**src/rtl/wsb_pkg.sv**
```systemverilog
package wsb_pkg;

  // Phase of the status generator.
  typedef enum logic [1:0] {
    PH_IDLE   = 2'd0,
    PH_BUSY   = 2'd1,
    PH_SETTLE = 2'd2
  } wsb_phase_e;

endpackage

```
**src/rtl/wsb_phase_ctrl.sv**
```systemverilog
module wsb_phase_ctrl
  import wsb_pkg::*;
#(
  parameter int SETTLE_CYC = 4
) (
  input  logic       clk,
  input  logic       rst_n,
  input  logic       busy,
  input  logic       erase_in,
  input  logic       pbit_in,
  output wsb_phase_e phase,
  output logic       start,
  output logic       erase_q,
  output logic       pbit_q
);

  localparam int LOAD  = (SETTLE_CYC > 0) ? SETTLE_CYC - 1 : 0;
  localparam int CNT_W = (LOAD > 0) ? $clog2(LOAD + 1) : 1;

  wsb_phase_e       phase_d;
  logic [CNT_W-1:0] cnt_q, cnt_d;
  logic             cnt_en;
  logic             cap_en;

  // A new operation starts whenever busy is seen outside the busy phase.
  assign start  = busy && (phase != PH_BUSY);
  assign cap_en = start;

  // Next-state logic.
  always_comb begin
    phase_d = phase;
    cnt_d   = cnt_q;
    cnt_en  = 1'b0;
    unique case (phase)
      PH_IDLE: begin
        if (busy) phase_d = PH_BUSY;
      end
      PH_BUSY: begin
        if (!busy) begin
          if (SETTLE_CYC > 0) begin
            phase_d = PH_SETTLE;
            cnt_d   = CNT_W'(LOAD);
            cnt_en  = 1'b1;
          end else begin
            phase_d = PH_IDLE;
          end
        end
      end
      PH_SETTLE: begin
        if (busy) begin
          phase_d = PH_BUSY;
        end else if (cnt_q == '0) begin
          phase_d = PH_IDLE;
        end else begin
          cnt_d  = cnt_q - 1'b1;
          cnt_en = 1'b1;
        end
      end
      default: phase_d = PH_IDLE;
    endcase
  end

  // Registers.
  always_ff @(posedge clk or negedge rst_n) begin
    if (!rst_n) begin
      phase <= PH_IDLE;
    end else begin
      phase <= phase_d;
    end
  end

  always_ff @(posedge clk or negedge rst_n) begin
    if (!rst_n) begin
      cnt_q <= '0;
    end else if (cnt_en) begin
      cnt_q <= cnt_d;
    end
  end

  always_ff @(posedge clk or negedge rst_n) begin
    if (!rst_n) begin
      erase_q <= 1'b0;
      pbit_q  <= 1'b0;
    end else if (cap_en) begin
      erase_q <= erase_in;
      pbit_q  <= pbit_in;
    end
  end


  busy_enters_chk: assert property (@(posedge clk) disable iff (!rst_n)
    busy |=> (phase == PH_BUSY));


  capture_hold_chk: assert property (@(posedge clk) disable iff (!rst_n)
    (phase == PH_BUSY) && !start |=> $stable(erase_q) && $stable(pbit_q));


  settle_cnt_range_chk: assert property (@(posedge clk) disable iff (!rst_n)
    (phase == PH_SETTLE) |-> (cnt_q <= CNT_W'(LOAD)));


  settle_restart_chk: assert property (@(posedge clk) disable iff (!rst_n)
    (phase == PH_SETTLE) && busy |-> start);

endmodule

```
**src/rtl/wsb_toggle.sv**
```systemverilog
module wsb_toggle
  import wsb_pkg::*;
(
  input  logic       clk,
  input  logic       rst_n,
  input  logic       start,
  input  wsb_phase_e phase,
  input  logic       rd_stb,
  output logic       tgl
);

  logic tgl_d;
  logic tgl_en;

  // Start takes priority over a read strobe in the same cycle.
  always_comb begin
    tgl_en = 1'b0;
    tgl_d  = tgl;
    if (start) begin
      tgl_en = 1'b1;
      tgl_d  = 1'b1;
    end else if ((phase == PH_BUSY) && rd_stb) begin
      tgl_en = 1'b1;
      tgl_d  = ~tgl;
    end
  end

  always_ff @(posedge clk or negedge rst_n) begin
    if (!rst_n) begin
      tgl <= 1'b1;
    end else if (tgl_en) begin
      tgl <= tgl_d;
    end
  end


  tgl_restart_chk: assert property (@(posedge clk) disable iff (!rst_n)
    start |=> tgl);


  tgl_flip_chk: assert property (@(posedge clk) disable iff (!rst_n)
    (phase == PH_BUSY) && rd_stb && !start |=> (tgl != $past(tgl)));


  tgl_hold_chk: assert property (@(posedge clk) disable iff (!rst_n)
    !rd_stb && !start |=> $stable(tgl));

endmodule

```
**src/rtl/wsb_status_mux.sv**
```systemverilog
module wsb_status_mux
  import wsb_pkg::*;
#(
  parameter int DATA_W   = 8,
  parameter int POLL_BIT = 7,
  parameter int TOG_BIT  = 6
) (
  input  wsb_phase_e        phase,
  input  logic              erase_q,
  input  logic              pbit_q,
  input  logic              tgl,
  input  logic [DATA_W-1:0] array_data,
  output logic [DATA_W-1:0] rd_data
);

  logic poll_busy;
  logic poll_done;

  assign poll_busy = erase_q ? 1'b0 : ~pbit_q;
  assign poll_done = erase_q ? 1'b1 : pbit_q;

  always_comb begin
    rd_data = '0;
    unique case (phase)
      PH_BUSY: begin
        rd_data[POLL_BIT] = poll_busy;
        rd_data[TOG_BIT]  = tgl;
      end
      PH_SETTLE: begin
        rd_data[POLL_BIT] = poll_done;
      end
      default: rd_data = array_data;
    endcase
  end

endmodule

```
**src/rtl/wsb_status_gen.sv**
```systemverilog
module wsb_status_gen
  import wsb_pkg::*;
#(
  parameter int DATA_W     = 8,
  parameter int POLL_BIT   = 7,
  parameter int TOG_BIT    = 6,
  parameter int SETTLE_CYC = 4
) (
  input  logic              clk,
  input  logic              rst_n,
  input  logic              busy,
  input  logic              erase_op,
  input  logic              prog_bit,
  input  logic              rd_stb,
  input  logic [DATA_W-1:0] array_data,
  output logic [DATA_W-1:0] rd_data
);

  logic [1:0] rst_sync;
  logic       rst_n_int;
  wsb_phase_e phase;
  logic       start;
  logic       erase_q;
  logic       pbit_q;
  logic       tgl;

  // Asynchronous assertion, synchronous release.
  always_ff @(posedge clk or negedge rst_n) begin
    if (!rst_n) begin
      rst_sync <= 2'b00;
    end else begin
      rst_sync <= {rst_sync[0], 1'b1};
    end
  end
  assign rst_n_int = rst_sync[1];

  wsb_phase_ctrl #(
    .SETTLE_CYC(SETTLE_CYC)
  ) u_ctrl (
    .clk      (clk),
    .rst_n    (rst_n_int),
    .busy     (busy),
    .erase_in (erase_op),
    .pbit_in  (prog_bit),
    .phase    (phase),
    .start    (start),
    .erase_q  (erase_q),
    .pbit_q   (pbit_q)
  );

  wsb_toggle u_tgl (
    .clk    (clk),
    .rst_n  (rst_n_int),
    .start  (start),
    .phase  (phase),
    .rd_stb (rd_stb),
    .tgl    (tgl)
  );

  wsb_status_mux #(
    .DATA_W   (DATA_W),
    .POLL_BIT (POLL_BIT),
    .TOG_BIT  (TOG_BIT)
  ) u_mux (
    .phase      (phase),
    .erase_q    (erase_q),
    .pbit_q     (pbit_q),
    .tgl        (tgl),
    .array_data (array_data),
    .rd_data    (rd_data)
  );


  erase_poll_low_chk: assert property (@(posedge clk) disable iff (!rst_n_int)
    $past(busy) && busy && erase_q && (phase == PH_BUSY) |-> !rd_data[POLL_BIT]);


  prog_poll_inv_chk: assert property (@(posedge clk) disable iff (!rst_n_int)
    (phase == PH_BUSY) && !erase_q |-> (rd_data[POLL_BIT] != pbit_q));


  idle_pass_chk: assert property (@(posedge clk) disable iff (!rst_n_int)
    (phase == PH_IDLE) |-> (rd_data == array_data));


  busy_zero_chk: assert property (@(posedge clk) disable iff (!rst_n_int)
    (phase == PH_BUSY) |-> ($countones(rd_data) <= 2));

endmodule

```
**config.mk**
```make
export PLATFORM = sky130hd
export DESIGN_NAME = wsb_status_gen
export DESIGN_NICKNAME = d
export VERILOG_FILES = /design/src/rtl/wsb_pkg.sv /design/src/rtl/wsb_phase_ctrl.sv /design/src/rtl/wsb_toggle.sv /design/src/rtl/wsb_status_mux.sv /design/src/rtl/wsb_status_gen.sv
export SDC_FILE = /design/constraint.sdc
export NUM_CORES = 1
export LEC_CHECK = 0
export ABC_AREA = 1
export BUFFER_PORTS_ARGS = -buffer_cell sky130_fd_sc_hd__buf_4
export CORE_UTILIZATION = 33
export DETAILED_ROUTE_END_ITERATION = 12
export PLACE_DENSITY = 0.66
export SYNTH_ARGS = -nofsm -noshare
export SYNTH_HDL_FRONTEND = slang
export SYNTH_SLANG_ARGS = --single-unit
```
**constraint.sdc**
```tcl
create_clock -name clk -period 1.12 [get_ports clk]
set_input_delay 0.112 -clock clk [delete_from_list [all_inputs] [get_ports clk]]
set_output_delay 0.112 -clock clk [all_outputs]
set_load 0.02 [all_outputs]
```
==> flow_metrics.py, run 1 <==
metrics = {
    "route": {
        "route.antenna.remaining_nets": 0,
        "dr.first_iter.drc_count": 2,
        "drtPass1Iterations": 2,
        "drt-wirelength-per-cell_um": 9.54,
        "viasPerCell": 4.17,
        "route.vias.total": 613,
        "total_detailed_routing_wirelength_um": 1400,
        "drc": 0,
    },
    "run": {
        "timing.max_cap.violations": 0,
    },
    "logic_synthesis": {
        "post_synth_num_cell_types": 18,
        "synth.yosys.seq_area_share_pct": 37.2,
        "post_synth_instance_area_sq_um": 609,
        "netlist.top_cell.by_area": "dfrtp_1",
        "yosys-top-cells-area": "dfrtp_1 33%, nand2_1 17%, ha_1 12%",
        "post_synth.cell_area_avg_sq_um": 7.17,
        "synthCells": 85,
        "yosysWarningCount": 0,
        "syn-num-nets": 105,
        "postSynthRegisterBits": 9,
        "netlist.area_leader.share_pct": 32.9,
    },
    "run_status": {
        "outcome": "finished with violations",
        "failing_checks": "setup timing",
    },
    "floorplanning": {
        "rows": 15,
        "die_w_um": 45.0,
        "fp.dieH_um": 45.0,
        "dieArea_sq_mm": 0.00202,
        "core_area_sq_mm": 0.00173,
        "initial_core_util_pct": 35.3,
        "io_pins": 22,
    },
    "setup_path": {
        "worst-path-max-fanout": 6,
        "worstPathArrival_ns": 1.37,
        "setup.worst_path.start_class": "flip-flop",
        "timing.critical_path.to_type": "output pin",
        "required_ns": 1.01,
        "setup.worst_path.class": "reg2out",
    },
    "clock_network": {
        "htree_levels": 1,
        "cts-root-to-sink-buffers": 2,
        "clkTransAtPathRegs_ns": 0.05,
        "clockRootBuffer": "clkbuf_4",
        "cts_num_sinks": 9,
        "tritoncts.num_buffers": 3,
        "tritoncts_clock_tree": "done",
        "clk_latency_ns": 0.25,
    },
    "power": {
        "pwr_density_cell_mw_per_mm2": 2930,
        "vdd.ir_drop.worst_mv": 1.52,
        "total_power_mw": 3.28,
        "leak_pwr_nw": 0.572,
    },
    "timing": {
        "unrepaired_setup_endpoints_after_global_routing": "yes",
        "clock.fmax_mhz": 675,
        "postLayoutSetupSlackWorst_ns": -0.362,
        "final_min_period_over_clock_period_pct": 132,
        "min_period_ns": 1.48,
        "final_setup_violation_count": 15,
        "report.final.hold_viol_count": 0,
        "final_max_slew_viol_count": 0,
        "fin_worst_skew_ns": 0.00281,
    },
    "global_route": {
        "grt_pass1_wl_um": 2420,
        "globalRouteTotalUtil_pct": 16.6,
        "gr-total-overflow": 0,
        "number_of_global_route_vias_before_repair": 648,
        "initial_antenna_violation_count": 0,
        "grt_max_degree": 8,
    },
    "placed_design": {
        "total_half_perimeter_wirelength_after_legalization_and_detailed_placement_um": 1120,
        "placed_inst_area_sq_um": 906,
        "dpl.cell_count": 140,
        "place_congestion": 0.691,
        "pre_cts_slack_ns": -0.251,
        "placement.io_buffers": 21,
    },
    "min_path": {
        "holdCritPathClass": "in2reg",
    },
    "final_layout": {
        "n_fill_cell": 153,
        "layout-drive-gt1-share_pct": 57.4,
        "antenna_cells": 0,
        "design.final.nets": 143,
        "finalNonFillerCells": 147,
        "layout-area-overhead-vs-synth_pct": 83.8,
        "final_cell_area_sq_mm": 0.00112,
    },
}
layout make-up:
cell class,count,area (sq um),share of cell area [%]
Timing Repair Buffer,34,312,27.8
Sequential cell,9,229,20.4
Clock buffer,4,26.3,2.35
Tap cell,25,31.3,2.79
Inverter,17,73.8,6.59
Multi-Input combinational cell,58,448,40.0
path summary, 6_finish.rpt:
path	from	end	slack [ns]	cells after the start
min	erase_op	u_ctrl.erase_q	0.06	3
max	u_ctrl.phase[0]	rd_data[3]	-0.36	5
min reg2reg	rst_sync[1]	u_ctrl.pbit_q	0.11	0
max reg2reg	u_ctrl.phase[0]	u_ctrl.cnt_q[0]	-0.24	8
max in group asynchronous	rst_sync[1]	u_tgl.tgl	0.73	0
min in group asynchronous	rst_sync[1]	u_ctrl.pbit_q	0.11	0
layer usage:
layer	global-route usage (%)	vias up	share of wire (%)
met4	7.27	0	0
met2	33.3	20	54
met5	0	-	0
met3	1.60	0	5.8
met1	16.8	269	40
li1	-	324	-
sequential cells by signal, indices dropped and copies added (netlist names):
signal,flops
u_tgl.tgl,1
u_ctrl.erase_q,1
rst_sync,2
u_ctrl.cnt_q,2
u_ctrl.phase,2
u_ctrl.pbit_q,1
power breakdown:
part	internal, mW	switching [mW]
clock network	0.136	0.100
logic	1.21	1.23
registers	0.469	0.141
total	1.81	1.47
cell usage in the layout (no fill, tap or decap), types with 2 or more instances in the layout:
master / count
nand2_2: 7
nand3_2: 3
nand3_1: 5
nand2_4: 3
ha_4: 3
nor2_1: 2
nand2_1: 19
ha_1: 3
inv_1: 12
dfrtp_2: 2
buf_4: 21
buf_6: 11
a21oi_1: 2
dfrtp_1: 6
nor2_4: 8
clkbuf_4: 3
inv_4: 4
critical path, stage by stage (launching register included):
cell and delay (ns):
dfrtp_2 0.45, inv_4 0.09, ha_4 0.23, buf_12 0.15, nor2_4 0.08, buf_6 0.12
repair_timing:
item,4_1_cts,5_1_grt
buffers inserted,2,1
resized for setup,32,11
pin swaps,14,3
endpoints found under the setup margin,15,15
hold buffers,1,0
endpoints found under the hold margin,2,0
logic make-up after synthesis:
family	count (synthesis)	share of synthesized area (%)
and+or+nand+nor	47	33.5
buffers and inverters	18	12.1
DFF	9	37.2
adders and majority gates	6	12.3
AOI/OAI and AO/OA	4	4.31
other	1	0.615
synth_stat cells:
cell type / instances
ha_1: 6
nand2_1: 28
inv_4: 1
buf_4: 1
nor2_2: 1
nand2_2: 1
o21ai_0: 1
nor2_1: 8
nand3_1: 7
dfstp_2: 1
a21boi_2: 1
nand3_2: 1
inv_2: 2
conb_1: 1
nor2_4: 1
dfrtp_1: 8
a21oi_1: 2
inv_1: 14
metrics by stage:
step	hold slack [ns]	util (%)	setup TNS, ns
finish	0.0647	64.9	-3.57
floorplan	-0.184	-	-1.02
CTS	0.0547	63.5	-4.17
global route	0.0620	64.9	-4.56
global placement	-0.105	52.5	-2.24
detailed placement	-0.103	52.5	-2.66
(Power assumes the default switching activity.)
==> run 2: changes to the inputs <==
Settings changed: CORE_MARGIN from default to 8, CORE_UTILIZATION 33 to 32, PLACE_DENSITY 0.66 to 0.64, SYNTH_HIERARCHICAL from default to 1.
==> flow_metrics.py, run 2 <==
metrics = {
    "run_status": {
        "outcome": "finished with violations",
        "failing_checks": "setup timing",
    },
    "power": {
        "power_frac_clock_pct": 7.7,
        "power.internal_mw": 1.75,
        "p_sw_share_pct": 45.5,
        "vdd.ir_drop.worst_mv": 1.25,
        "total_power_mw": 3.21,
        "combinationalPowerShare_pct": 74.4,
        "leak_pwr_nw": 0.620,
        "switchingPower_mw": 1.46,
        "power.sequential.fraction_pct": 17.9,
        "pwr_density_cell_mw_per_mm2": 2740,
    },
    "setup_path": {
        "worstPathArrival_ns": 1.41,
        "crit_path_max_incr_delay_ns": 0.41,
        "timing.critical_path.slowest_stage_cell": "dfrtp_1",
        "setup.reg_to_reg.worst_slack_ns": -0.20,
        "rr_worst_depth": 8,
        "timing.critical_path.to_type": "output pin",
        "setup.worst_path.start_class": "flip-flop",
        "required_ns": 1.01,
        "worst-path-max-fanout": 6,
        "critPathMostFrequentCell": "buf_6",
        "r2r-end": "u_ctrl/phase[0]",
        "timing.critical_path.cells": "buf_6, ha_4, buf_6, nand2_2, inv_2, buf_6",
        "crit-reg2reg-launch": "u_ctrl/phase[1]",
        "setup.worst_path.class": "reg2out",
    },
    "timing": {
        "final_setup_violation_count": 15,
        "min_period_ns": 1.52,
        "report.final.hold_viol_count": 0,
        "fin_worst_skew_ns": 0.000243,
        "unrepaired_setup_endpoints_after_global_routing": "yes",
        "final_min_period_over_clock_period_pct": 136,
        "clock.fmax_mhz": 658,
        "final_max_slew_viol_count": 0,
        "total_negative_setup_slack_ns": -4.27,
        "fin_hold_ws_ns": 0.0600,
        "postLayoutSetupSlackWorst_ns": -0.400,
    },
    "final_layout": {
        "design.final.nets": 155,
        "layout-drive-gt1-share_pct": 58.8,
        "antenna_cells": 0,
        "largest_regs": "rst_sync (2), u_ctrl/cnt_q (2), u_ctrl/phase (2)",
        "n_fill_cell": 163,
        "layout-area-overhead-vs-synth_pct": 80.0,
        "most-common-layout-cells": "23 x nand2_1, 20 x buf_4, 14 x buf_6, 11 x inv_2, 10 x nand2_2",
        "mostFrequentLayoutCell": "nand2_1",
    },
    "logic_synthesis": {
        "synth-async-reset-ratio_pct": 100,
        "most_common_cell_in_the_netlist": "nand2_1",
        "yosys-top-cells-area": "dfrtp_1 31%, nand2_1 19%, ha_1 17%",
        "postSynthRegisterBits": 9,
        "syn-num-nets": 115,
        "synth.yosys.seq_area_share_pct": 34.8,
        "netlist.area_leader.share_pct": 30.8,
        "netlist.top_cell.by_area": "dfrtp_1",
        "synth-main-ff-cell": "dfrtp_1",
        "post_synth.cell_area_avg_sq_um": 7.07,
        "post_synth_instance_area_sq_um": 651,
        "yosysWarningCount": 6,
        "ys_top_cells_by_count": "33 x nand2_1, 19 x inv_1, 9 x ha_1",
        "number_of_enable_flip_flop_cells_after_synthesis": 0,
        "synthCells": 92,
        "post_synth_num_cell_types": 14,
    },
    "clock_network": {
        "clkTransAtPathRegs_ns": 0.06,
        "tritoncts.num_buffers": 3,
        "tritoncts_clock_tree": "done",
        "htree_levels": 1,
        "clk_latency_ns": 0.26,
        "cts_num_sinks": 9,
        "cts-root-to-sink-buffers": 2,
        "clockRootBuffer": "clkbuf_4",
    },
    "route": {
        "drt-wirelength-per-cell_um": 12.3,
        "viasPerCell": 4.47,
        "met1_length_um": 695,
        "highest_signal_layer": "met4",
        "dr.first_iter.drc_count": 19,
        "drc": 0,
        "route.vias.total": 707,
        "total_detailed_routing_wirelength_um": 1940,
        "met2_wirelength_um": 1010,
        "dr_wl_met3_um": 186,
        "drtPass1Iterations": 5,
        "route.antenna.remaining_nets": 0,
    },
    "placed_design": {
        "total_half_perimeter_wirelength_after_legalization_and_detailed_placement_um": 1310,
        "placement.io_buffers": 21,
        "place_congestion": 0.765,
        "pre_cts_slack_ns": -0.195,
    },
    "min_path": {
        "worst_hold_path_startpoint": "prog_bit",
        "holdCritPathClass": "in2reg",
        "worst_hold_path.num_cells": 3,
        "min_to": "u_ctrl/pbit_q",
    },
    "floorplanning": {
        "fp.dieH_um": 61.1,
        "die_w_um": 61.1,
        "dieArea_sq_mm": 0.00373,
        "initial_core_util_pct": 33.5,
        "io_pins": 22,
        "core_area_sq_mm": 0.00194,
        "rows": 16,
    },
    "run": {
        "timing.max_cap.violations": 0,
    },
    "global_route": {
        "grt_pass1_wl_um": 3030,
        "number_of_global_route_vias_before_repair": 711,
        "grt_max_degree": 8,
        "initial_antenna_violation_count": 0,
        "globalRouteTotalUtil_pct": 11.0,
        "gr-total-overflow": 0,
    },
}
run 2: cell count changes after synthesis, sizes merged, moves of 2 or more:
cell and change:
nand2 +5, a21oi -2, ha +3, inv +5, nor2 -4
run 2: cell families (layout without fill, tap and decap cells):
group,count (synthesis),count (layout),synth area share [%]
adder cells (fa/ha/maj),9,9,17.3
AO/OA/AOI/OAI,1,1,1.15
other,1,1,0.576
flip-flops,9,9,34.8
AND/OR/NAND/NOR,49,49,31.7
buffers and inverters,23,62,14.4
run 2: how the worst max path moves through the flow:
| stage | from | slack [ns] | depth (start not counted) | to |
|---|---|---|---|---|
| floorplan | u_ctrl/phase[0] | -0.11 | 6 | rd_data[7] |
| global placement | u_ctrl/phase[0] | -0.14 | 6 | rd_data[7] |
| detailed placement | u_ctrl/phase[0] | -0.19 | 8 | u_ctrl/cnt_q[1] |
| CTS | u_ctrl/phase[1] | -0.38 | 6 | rd_data[1] |
| global route | u_ctrl/phase[1] | -0.45 | 6 | rd_data[1] |
| finish | u_ctrl/phase[1] | -0.40 | 6 | rd_data[3] |
run 2: layout make-up:
cell class	instances	area, sq um	area share (%)
flip-flops and latches	9	228	19.4
multi-input cells	60	458	39.1
inverters	22	92.6	7.91
repair buffers	36	333	28.4
well taps	27	33.8	2.88
clock buffers	4	26.3	2.24
run 2: what timing repair did:
item	4_1_cts	5_1_grt
buffers inserted	6	0
gates resized for setup	28	18
hold buffers	1	0
endpoints found under the setup margin	15	15
pin swaps	6	10
hold endpoints to repair	2	0
run 2: worst max-delay path, delay by kind of cell, from the launching register on:
family | cells | cell delay (ns)
flip-flops | 1 | 0.41
buffers and inverters | 4 | 0.41
adder cells (fa/ha/maj) | 1 | 0.29
AND/OR/NAND/NOR | 1 | 0.05
run 2: through the flow:
stage,instance area [sq um],std cells,utilization [%]
floorplan,672,92,-
global placement,920,148,47.4
detailed placement,920,148,47.4
CTS,1110,158,57.2
global route,1170,158,60.3
finish,1170,158,60.3
run 2: layer usage:
metal	GRT usage (%)	up-vias
met5	0	-
met3	3.76	6
met1	9.77	322
met4	4.98	0
met2	21.3	34
li1	-	345
run 2: power groups by stage:
stage                     sequential (mW)  clock, mW  combinational [mW]
after floorplan                     0.571          0                1.07
after global placement              0.548          0                1.61
after detailed placement            0.559          0                1.66
after CTS                           0.559      0.258                2.19
after global routing                0.598      0.276                2.60
final                               0.574      0.248                2.39
==> run 3: changes to the inputs <==
Settings changed: CTS_BUF_LIST from default to sky130_fd_sc_hd__clkbuf_8.
==> flow_metrics.py, run 3 (synthesis results as in run 2) <==
metrics = {
    "floorplanning": {
        "core_area_sq_mm": 0.00194,
        "rows": 16,
        "die_w_um": 61.1,
        "io_pins": 22,
        "dieArea_sq_mm": 0.00373,
        "initial_core_util_pct": 33.5,
        "fp.dieH_um": 61.1,
    },
    "setup_path": {
        "crit_path_max_incr_delay_ns": 0.40,
        "cp.depth": 6,
        "required_ns": 1.01,
        "timing.critical_path.to_type": "output pin",
        "timing.critical_path.slowest_stage_cell": "dfrtp_1",
        "timing.critical_path.cells": "buf_6, ha_4, buf_6, nand2_2, inv_2, buf_6",
        "setup.worst_path.start_class": "flip-flop",
        "worst-path-max-fanout": 6,
        "rr_worst_depth": 9,
        "critPathTopFamily": "buffers and inverters",
        "worstPathArrival_ns": 1.38,
        "critPathMostFrequentCell": "buf_6",
        "cp_num_buf_inv": 4,
        "setup.worst_path.class": "reg2out",
    },
    "timing": {
        "postLayoutSetupSlackWorst_ns": -0.371,
        "final_max_slew_viol_count": 0,
        "fin_worst_skew_ns": 0.00144,
        "final_setup_violation_count": 15,
        "min_period_ns": 1.49,
        "unrepaired_setup_endpoints_after_global_routing": "yes",
        "clock.fmax_mhz": 671,
        "final_min_period_over_clock_period_pct": 133,
        "report.final.hold_viol_count": 0,
    },
    "clock_network": {
        "tritoncts.num_buffers": 3,
        "tritoncts_clock_tree": "done",
        "clkTransAtPathRegs_ns": 0.04,
        "clockRootBuffer": "clkbuf_8",
        "htree_levels": 1,
        "cts-root-to-sink-buffers": 2,
        "clk_latency_ns": 0.23,
        "cts_num_sinks": 9,
    },
    "placed_design": {
        "placed_inst_area_sq_um": 920,
        "place_congestion": 0.765,
        "total_half_perimeter_wirelength_after_legalization_and_detailed_placement_um": 1310,
        "placement.io_buffers": 21,
        "pre_cts_slack_ns": -0.195,
    },
    "route": {
        "drt-wirelength-per-cell_um": 13.5,
        "route.vias.total": 717,
        "route.antenna.remaining_nets": 0,
        "viasPerCell": 4.51,
        "drc": 0,
        "dr.first_iter.drc_count": 22,
        "total_detailed_routing_wirelength_um": 2140,
        "drtPass1Iterations": 4,
    },
    "global_route": {
        "grt_pass1_wl_um": 3290,
        "initial_antenna_violation_count": 0,
        "gr-total-overflow": 0,
        "number_of_global_route_vias_before_repair": 759,
        "grt_max_degree": 8,
        "globalRouteTotalUtil_pct": 12.2,
    },
    "final_layout": {
        "final_cell_area_sq_mm": 0.00121,
        "layout-drive-gt1-share_pct": 63.6,
        "layout-area-overhead-vs-synth_pct": 86.5,
        "largest_regs": "rst_sync (2), u_ctrl/cnt_q (2), u_ctrl/phase (2)",
        "multi_input_area_sq_um": 478,
        "antenna_cells": 0,
        "n_fill_cell": 161,
        "design.final.nets": 156,
        "layout.area.seq_sq_um": 228,
        "mostFrequentLayoutCell": "buf_4",
        "most-common-layout-cells": "22 x buf_4, 20 x nand2_1, 13 x buf_6, 12 x nand2_2, 11 x inv_2",
    },
    "run": {
        "timing.max_cap.violations": 0,
    },
    "min_path": {
        "worst_hold_path.num_cells": 3,
        "holdCritPathClass": "in2reg",
    },
    "run_status": {
        "outcome": "finished with violations",
        "failing_checks": "setup timing",
    },
    "power": {
        "pwr_density_cell_mw_per_mm2": 2830,
        "vdd.ir_drop.worst_mv": 1.39,
        "leak_pwr_nw": 0.635,
    },
}
==> run 3: cell types whose count changed in the layout (fill, tap and decap cells not counted), moves of 2 or more <==
| cell | change |
|---|---|
| clkbuf_4 | -3 |
| clkbuf_8 | +3 |
| nand2_1 | -3 |
| buf_4 | +2 |
| ha_1 | -2 |
| ha_2 | +2 |
| nand2_2 | +2 |
==> run 3: repair_timing <==
item	4_1_cts	5_1_grt
hold buffers	1	0
pin swaps	12	10
endpoints found under the hold margin	2	0
gates resized for setup	33	20
gates cloned	0	0
buffers inserted	6	2
endpoints found under the setup margin	15	15
==> run 3: final timing paths <==
path | from | end | slack, ns
worst max-delay path | u_ctrl/phase[1] | rd_data[3] | -0.37
worst max register to register | u_ctrl/phase[1] | u_ctrl/cnt_q[0] | -0.19
min in group asynchronous | rst_sync[1] | u_ctrl/cnt_q[1] | 0.11
worst min register to register | rst_sync[1] | u_ctrl/cnt_q[1] | 0.11
max in group asynchronous | rst_sync[1] | u_tgl/tgl | 0.73
worst min-delay path | prog_bit | u_ctrl/pbit_q | 0.09
==> run 3: metal layers <==
layer  routed length, um  track usage (%)  vias up
li1                    -                -      346
met1                 738             10.0      334
met3                 175             4.18        4
met4                  32             6.31        0
met2                1190             24.3       33
met5                   0                0        -
==> run 3: area by class of cell <==
class | count | share of cell area, %
well taps | 27 | 2.78
inverters | 22 | 7.63
repair buffers | 37 | 27.7
flip-flops and latches | 9 | 18.8
clock inverters | 1 | 0.309
clock buffers | 3 | 3.40
multi-input cells | 60 | 39.4
==> run 3: power breakdown <==
part           leakage (nW)  switching, mW  internal, mW
combinational         0.501           1.31          1.18
clock                0.0269          0.130         0.239
sequential            0.106          0.111         0.462
total                 0.635           1.55          1.88
==> run 3: worst register-to-register path, cell delays in order, from the launching register on <==
cell and delay [ns]:
dfrtp_1 0.38, buf_6 0.12, buf_8 0.12, inv_8 0.04, ha_4 0.25, inv_2 0.04, nor2_4 0.10, nand2_2 0.07
nand2_1 0.05, nand2_1 0.04
==> run 3: metrics by stage <==
stage	hold slack (ns)	power [mW]	TNS, ns	utilization, %	instances
after CTS	0.0896	3.17	-3.66	59.1	158
final	0.0919	3.44	-3.89	62.5	159
after global placement	-0.106	2.16	-1.47	47.4	148
after detailed placement	-0.105	2.22	-2.00	47.4	148
after global routing	0.0921	3.70	-4.80	62.5	159
after floorplan	-0.184	1.64	-0.365	-	92
